File: src/rtl/sbf_pkg.sv
package sbf_pkg;
  typedef enum logic [1:0] {
    RES_NONE   = 2'd0,
    RES_FULL   = 2'd1,
    RES_SELECT = 2'd2
  } res_mode_e;
endpackage

File: src/rtl/sbf_age_map.sv
// Rotates slot-indexed window state into age order (age 0 = head).
module sbf_age_map #(
  parameter int DEPTH  = 16,
  parameter int ADDR_W = 32,
  localparam int IDX_W = $clog2(DEPTH)
) (
  input  logic [IDX_W-1:0]        head_i,
  input  logic [IDX_W-1:0]        br_idx_i,
  input  logic [DEPTH-1:0]        valid_i,
  input  logic [DEPTH*ADDR_W-1:0] addr_i,
  output logic [DEPTH-1:0]        valid_age_o,
  output logic [DEPTH*ADDR_W-1:0] addr_age_o,
  output logic [IDX_W-1:0]        br_age_o
);
  assign br_age_o = br_idx_i - head_i;

  for (genvar k = 0; k < DEPTH; k++) begin : g_rot
    logic [IDX_W-1:0] src;
    assign src = head_i + IDX_W'(k);
    assign valid_age_o[k] = valid_i[src];
    assign addr_age_o[k*ADDR_W +: ADDR_W] = addr_i[src*ADDR_W +: ADDR_W];
  end
endmodule

File: src/rtl/sbf_target_search.sv
// First-match search for the target among valid entries younger than the branch.
module sbf_target_search #(
  parameter int DEPTH  = 16,
  parameter int ADDR_W = 32,
  localparam int IDX_W = $clog2(DEPTH)
) (
  input  logic                    en_i,
  input  logic [DEPTH-1:0]        valid_age_i,
  input  logic [DEPTH*ADDR_W-1:0] addr_age_i,
  input  logic [IDX_W-1:0]        br_age_i,
  input  logic [ADDR_W-1:0]       target_i,
  output logic                    hit_o,
  output logic [IDX_W-1:0]        hit_age_o,
  output logic [IDX_W-1:0]        young_age_o
);
  always_comb begin
    hit_o       = 1'b0;
    hit_age_o   = '0;
    young_age_o = '0;
    for (int k = 0; k < DEPTH; k++) begin
      if (valid_age_i[k]) begin
        young_age_o = IDX_W'(k);
        if (en_i && !hit_o && (IDX_W'(k) > br_age_i) &&
            (addr_age_i[k*ADDR_W +: ADDR_W] == target_i)) begin
          hit_o     = 1'b1;
          hit_age_o = IDX_W'(k);
        end
      end
    end
  end
endmodule

File: src/rtl/sbf_squash_gen.sv
// Per-slot squash decision, back in slot index order.
module sbf_squash_gen #(
  parameter int DEPTH  = 16,
  localparam int IDX_W = $clog2(DEPTH)
) (
  input  logic             flush_i,
  input  logic             hit_i,
  input  logic [IDX_W-1:0] hit_age_i,
  input  logic [IDX_W-1:0] br_age_i,
  input  logic [IDX_W-1:0] head_i,
  input  logic [DEPTH-1:0] valid_i,
  output logic [DEPTH-1:0] squash_o
);
  for (genvar i = 0; i < DEPTH; i++) begin : g_sq
    logic [IDX_W-1:0] age;
    logic             younger;
    logic             wrong_path;
    assign age        = IDX_W'(i) - head_i;
    assign younger    = valid_i[i] && (age > br_age_i);
    assign wrong_path = !hit_i || (age < hit_age_i);
    assign squash_o[i] = flush_i && younger && wrong_path;
  end
endmodule

File: src/rtl/branch_selective_flush.sv
module branch_selective_flush #(
  parameter int DEPTH       = 16,
  parameter int ADDR_W      = 32,
  parameter int INSTR_BYTES = 4,
  localparam int IDX_W      = $clog2(DEPTH)
) (
  input  logic                    clk_i,
  input  logic                    rst_ni,
  input  logic                    resolve_valid_i,
  input  logic [IDX_W-1:0]        resolve_idx_i,
  input  logic [ADDR_W-1:0]       resolve_target_i,
  input  logic                    pred_taken_i,
  input  logic                    actual_taken_i,
  input  logic [IDX_W-1:0]        head_ptr_i,
  input  logic [DEPTH-1:0]        entry_valid_i,
  input  logic [DEPTH*ADDR_W-1:0] entry_addr_i,
  output logic                    recover_o,
  output logic [DEPTH-1:0]        squash_o,
  output logic                    target_hit_o,
  output logic [ADDR_W-1:0]       refetch_addr_o
);
  import sbf_pkg::*;

  res_mode_e               mode;
  logic [DEPTH-1:0]        valid_age;
  logic [DEPTH*ADDR_W-1:0] addr_age;
  logic [IDX_W-1:0]        br_age;
  logic                    hit;
  logic [IDX_W-1:0]        hit_age;
  logic [IDX_W-1:0]        young_age;
  logic [DEPTH-1:0]        squash_d;
  logic [ADDR_W-1:0]       refetch_d;

  always_comb begin
    if (!resolve_valid_i || (pred_taken_i == actual_taken_i)) mode = RES_NONE;
    else if (!pred_taken_i && actual_taken_i)                 mode = RES_SELECT;
    else                                                      mode = RES_FULL;
  end

  sbf_age_map #(.DEPTH(DEPTH), .ADDR_W(ADDR_W)) u_age (
    .head_i      (head_ptr_i),
    .br_idx_i    (resolve_idx_i),
    .valid_i     (entry_valid_i),
    .addr_i      (entry_addr_i),
    .valid_age_o (valid_age),
    .addr_age_o  (addr_age),
    .br_age_o    (br_age)
  );

  sbf_target_search #(.DEPTH(DEPTH), .ADDR_W(ADDR_W)) u_search (
    .en_i        (mode == RES_SELECT),
    .valid_age_i (valid_age),
    .addr_age_i  (addr_age),
    .br_age_i    (br_age),
    .target_i    (resolve_target_i),
    .hit_o       (hit),
    .hit_age_o   (hit_age),
    .young_age_o (young_age)
  );

  sbf_squash_gen #(.DEPTH(DEPTH)) u_squash (
    .flush_i   (mode != RES_NONE),
    .hit_i     (hit),
    .hit_age_i (hit_age),
    .br_age_i  (br_age),
    .head_i    (head_ptr_i),
    .valid_i   (entry_valid_i),
    .squash_o  (squash_d)
  );

  // Resume fetch past the youngest kept entry on a hit.
  always_comb begin
    if (mode == RES_NONE) refetch_d = '0;
    else if (hit)         refetch_d = addr_age[young_age*ADDR_W +: ADDR_W] + ADDR_W'(INSTR_BYTES);
    else                  refetch_d = resolve_target_i;
  end

  always_ff @(posedge clk_i or negedge rst_ni) begin
    if (!rst_ni) begin
      recover_o      <= 1'b0;
      squash_o       <= '0;
      target_hit_o   <= 1'b0;
      refetch_addr_o <= '0;
    end else begin
      recover_o      <= (mode != RES_NONE);
      squash_o       <= squash_d;
      target_hit_o   <= hit;
      refetch_addr_o <= refetch_d;
    end
  end
endmodule

File: config.mk
export PLATFORM = sky130hd
export DESIGN_NAME = branch_selective_flush
export DESIGN_NICKNAME = d
export VERILOG_FILES = /design/src/rtl/sbf_pkg.sv /design/src/rtl/sbf_age_map.sv /design/src/rtl/sbf_target_search.sv /design/src/rtl/sbf_squash_gen.sv /design/src/rtl/branch_selective_flush.sv
export SDC_FILE = /design/constraint.sdc
export NUM_CORES = 2
export LEC_CHECK = 0
export BUFFER_PORTS_ARGS = -buffer_cell sky130_fd_sc_hd__buf_2
export CELL_PAD_IN_SITES_DETAIL_PLACEMENT = 1
export CELL_PAD_IN_SITES_GLOBAL_PLACEMENT = 2
export CORE_MARGIN = 4
export CORE_UTILIZATION = 36
export DETAILED_ROUTE_END_ITERATION = 6
export PLACE_DENSITY = 0.78
export RECOVER_POWER = 25
export SLEW_MARGIN = 20
export SYNTH_ARGS = -nofsm -noshare
export SYNTH_HDL_FRONTEND = slang
export SYNTH_SLANG_ARGS = --single-unit
File: constraint.sdc
create_clock -name clk_i -period 0.8 [get_ports clk_i]
set_input_delay 0.04 -clock clk_i [delete_from_list [all_inputs] [get_ports clk_i]]
set_output_delay 0.04 -clock clk_i [all_outputs]
set_load 0.05 [all_outputs]
# Word-level counts from Yosys, hierarchy flattened
# Cells that the tools add are included.
totals:
  romBits: 0
  n_memories: 0
  out_inout_bits: 50
  regBits: 50
  latch_bits: 0
  mem_bits_rw: 0
  wordCells: 382
classes:
  n_div: 0
  bitwise_logic: 0
  magnitude_cmp: 64
  shifts: 17
  addsub: 33
  n_reduce_logical: 133
  mul: 0
  muxes: 113
  n_eq_ne: 18
op_table:
  columns: ["op", "count"]
  rows:
  - ["indexed part select 512 x 10 -> 32 bit", 17]
  - ["equality test 32 bit", 16]
  - ["2-to-1 mux 4 bit", 37]
  - ["logical AND 1 bit", 96]
  - ["< comparator 4 x 5 -> 1 bit (second input constant)", 16]
  - ["binary-select mux 1 bit (select 4 bit)", 16]
  - ["> comparator 4 bit", 16]
  - ["< comparator 4 bit", 16]
  - ["2-to-1 mux 32 bit", 2]
  - ["2-to-1 mux 1 bit", 50]
  - ["adder 32 x 3 -> 32 bit (second input constant)", 1]
  - ["adder 4 bit (second input constant)", 8]
  - ["> comparator 4 bit (first input constant)", 8]
  - ["subtractor 4 bit (first input constant)", 8]
  - ["logical NOT 1 bit", 18]
  - ["logical OR 1 bit", 17]
  - ["adder 4 x 3 -> 4 bit (second input constant)", 4]
  - ["> comparator 3 x 4 -> 1 bit (first input constant)", 4]
  - ["subtractor 3 x 4 -> 4 bit (first input constant)", 4]
  - ["2-to-1 mux 3 bit", 4]
  - ["adder 4 x 2 -> 4 bit (second input constant)", 2]
  - ["> comparator 1 x 4 -> 1 bit (first input constant)", 2]
  - ["> comparator 2 x 4 -> 1 bit (first input constant)", 2]
  - ["2-to-1 mux 2 bit", 4]
  - ["other kinds (8)", 10]

# Longest topological paths before layout
logic_depth:
  word_depth: 102
  ltp_mapped: 32
  depth_no_buf: 22

# Cells and area by module
# A second synthesis with hierarchy kept.
hier_totals:
  cells_unflattened: 3770
  hier_area_um2: 38847.3
by_module_without_submodules:
  columns: ["mod", "area_per_inst_um2", "cells_each", "n_inst"]
  rows:
  - ["sbf_age_map", 24116.9, 2210, 1]
  - ["branch_selective_flush", 6729.0, 531, 1]
  - ["sbf_target_search", 6160.9, 791, 1]
  - ["sbf_squash_gen", 1840.5, 238, 1]

# Worst setup path before layout
# No wires, ideal clock.
synth_path:
  kind: "input to register"
  startpoint: "input port head_ptr_i[2]"
  endpoint: "register squash_o[10]"
  path_slack_ps: -6379
  setup_time_ps: 77
  path_buffers: 8
  t_arrival_ps: 7102
  path_stages: 27
  path_cell_list: "buf_2 > inv_2 > buf_1 > clkbuf_1 > buf_1 > buf_2 > buf_1 > ha_1 > xnor2_2 > clkbuf_1 > clkbuf_1 > mux4_2 > xnor2_1 > nand4_1 > nor4_1 > nand3_1 > nor4_1 > nor4_1 > nand3_1 > a31oi_1 > a21oi_1 > ha_1 > and2_1 > o21a_1 > a31oi_1 > o21ai_0 > a21oi_1"
synth_between:
  elab_chain_cells: 99
synth_lines:
  columns: ["element", "line", "source"]
  rows:
  - ["from (decl)", "branch_selective_flush.sv:14", "input logic [IDX_W-1:0] head_ptr_i,"]
  - ["parallel branches: the longest is 98 deep, another holds adder 4 x 1 -> 4 bit", null, null]
  - ["logical AND 1 bit *", "sbf_squash_gen.sv:21", "assign squash_o[i] = flush_i && younger && wrong_path;"]
  - ["via squash_d[10]", "branch_selective_flush.sv:31", "logic [DEPTH-1:0] squash_d;"]
  - ["to (signal assigned)", "branch_selective_flush.sv:86", "squash_o <= squash_d;"]
  - ["to (decl)", "branch_selective_flush.sv:18", "output logic [DEPTH-1:0] squash_o,"]
# Mark *: on every way through the listed nets, which the timed path passes. The select of a mux whose other input is x is not followed.

# Final worst setup path
layout_path:
  startpoint: "input port head_ptr_i[0]"
  endpoint: "register squash_o[12]"
# The elaborated chain is that of the path after synthesis.

==> flow_summary_export.csv <==
group,metric,value,unit
floorplan,start_util,0.364,
setup_path,start_kind,"input pin",
placed_design,dp_hpwl,275,mm
floorplan,die_y,351,um
synth,ys_warn_count,0,
grt,grt-ovfl-total,0,
cts,cts_num_sinks,50,
timing,period_share,6.40,
synth,syn_area_per_cell,11.3,um2
synth,synth_cell_types,93,
grt,grt_max_degree,56,
routing,ant_nets,0,
timing,tightest_slew,916,ps
grt,grt_pass1_vias,54300,
floorplan,die_area,123000,um2
placed_design,dp.cells,7029,
final_layout,stdcell_count,7319,
setup_path,critPathTopFamily,"simple AND/OR/NAND/NOR gates",
final_layout,syn_to_final_growth,52.3,%
timing,rsz0062_at_grt,"true",
setup_path,critical_path_required,1050,ps
routing,drt_pass1_iterations,6,
outcome,status,"finished with violations",
cts,cts_tree,"done",
setup_path,slowest_stage,"or3_1",
pwr,leakagePower,0.0261,uW
cts,clockBufferDepth,2,
outcome,failed_checks,"negative setup slack",
flow_run,maxCapViolations,0,
timing,hold_violations,0,
synth,ys_ff_latch,50,
setup_path,crit_arrival,5370,ps
timing,setup_viol,99,
synth,synthArstFlopShare,1.00,
routing,wl,345,mm
setup_path,worst-path-buf-inv,7,
floorplan,die_x,351,um
pwr,power,116000,uW
routing,drc,0,
placed_design,routabilityCongestion,1.10,
cts,path_clk_slew,80,ps
synth,ys.flop_type,"dfrtp_1",
final_layout,finalInstanceArea,64700,um2
timing,fin_crit,5120,ps
synth,synth-edff-count,0,
pwr,ir_drop,1460,uV
routing,dr.first_iter.drc_count,9629,
cts,ctsRootBufferMaster,"clkbuf_16",
min_path,hold_path.class,"in2reg",
final_layout,layout_commonest_cell,"buf_4",
cts,cts_htree_levels,2,
floorplan,core,117000,um2
placed_design,pre_cts_slack,-5180,ps
final_layout,final_cell_mix,"buf_4, mux4_2, buf_2",
final_layout,drive_above_1_share,0.664,
placed_design,place_area,59200,um2
timing,maxSlewHeadroom,0.390,
timing,fmax,0.195,GHz
final_layout,nets,6370,
grt,antenna_found_initial,78,
timing,hold_ws,36.0,ps
routing,post_drt_wl_per_cell,47.1,um
setup_path,cp_slowest_stage_delay,440,ps
synth,ys_seq_area_frac,0.0295,
synth,synth_nets,4395,
floorplan,pin_count,623,
routing,via_per_inst,7.58,
cts,numCtsBuffers,5,
pwr,cellPowerDensity,1790,nW/um2
timing,fin_ws,-4320,ps
grt,track_usage,0.539,
placed_design,port-buffer-count,622,
synth,netlist_area,42500,um2
synth,synth_cells,3751,
floorplan,rows,125,
grt,grt_first_pass_wirelength,460,mm
timing,finalMaxSlewViolations,0,
setup_path,critical_path_class,"in2reg",
setup_path,path_max_fanout,16,
routing,vias,55500,
setup_path,end_kind,"flip-flop",
==> worst paths after layout <==
| kind | start | to | slack [ps] | depth (start not counted) |
|---|---|---|---|---|
| min | resolve_target_i[23] | refetch_addr_o[23]$_DFF_PN0_ | 40 | 3 |
| max | head_ptr_i[0] | squash_o[12]$_DFF_PN0_ | -4320 | 27 |
| min in group asynchronous | rst_ni | refetch_addr_o[7]$_DFF_PN0_ | 290 | 3 |
| max in group asynchronous | rst_ni | refetch_addr_o[24]$_DFF_PN0_ | 110 | 3 |
==> cells by family (layout without fill, tap and decap cells) <==
family	after synthesis	after routing	share of synthesized area
simple gates	760	760	0.0902
other cells	0	68	0
buf+inv	501	2477	0.0503
flops	50	50	0.0295
compound gates	584	584	0.0960
fa+ha+maj	71	71	0.0213
xor+xnor	522	522	0.109
mux	1263	1263	0.604
==> cell usage after synthesis, drive strengths merged, types with 7 or more instances <==
master   number  area, um2
mux2i       191       1910
a211o        19        166
dfrtp        50       1250
o22a          7       61.3
mux4       1036      23300
nand3        91        470
o21ai       107        539
a31oi        33        206
o211a        12        120
xor2         92        806
nor4         46        345
a311oi       14        123
o31ai        13        121
ha           69        863
o221ai       33        289
nor3         66        367
a21oi       113        581
and3         24        150
nand2b       12       75.1
mux2         36        405
xnor2       430       3810
nor2         89        337
or3          13       81.3
clkbuf      168        631
nand2       264        996
a22oi         8       60.1
a211oi       37        298
o21a         15        113
o2111ai      10       87.6
nand4       114        713
buf         270       1260
o221a        11        124
a21o         18        135
inv          61        231
o22ai        31        194
and2         11       68.8
o211ai       51        383
==> registers in the layout, summed over array words and instances, names as in the netlist <==
signal	cells
recover_o	1
target_hit_o	1
squash_o	16
refetch_addr_o	32
==> worst min-delay path: stages <==
cell,delay [ps]
buf_2,140
nand3_1,70
o21ai_1,60
==> layout make-up <==
class,count,area [um2]
well taps,1524,1910
clock buffers,5,125
fillers,12300,52000
flip-flops and latches,50,1250
diodes,68,170
repair buffers,2406,19900
inverters,63,283
multi-input cells,3200,41000
clock inverters,3,28.8
==> layer usage <==
metal	part of all wire	global-route usage	up-vias
met5	0.0020	0.0463	-
met1	0.35	0.676	27900
li1	-	-	19900
met2	0.41	0.770	6070
met3	0.16	0.236	1556
met4	0.085	0.308	44
==> stage by stage <==
step / setup TNS, ps / utilization
after floorplan: -212270 / -
after global placement: -236740 / 0.507
after detailed placement: -239120 / 0.507
after CTS: -196510 / 0.545
after global routing: -210190 / 0.554
final: -205530 / 0.554
==> report_power, final <==
part / switching [uW] / internal (uW) / total [uW]
clock network: 1200 / 1210 / 2400
registers: 96.8 / 2680 / 2780
logic: 62400 / 48100 / 111000
total: 63700 / 52000 / 116000
==> repair_timing <==
action	CTS	global route
gates resized for setup	482	131
hold buffers	1	0
endpoints found under the hold margin	50	0
buffers inserted	160	32
cloned	32	4
endpoints found under the setup margin	100	100
pin swaps	133	81
Power figures use the tool's default switching activity.
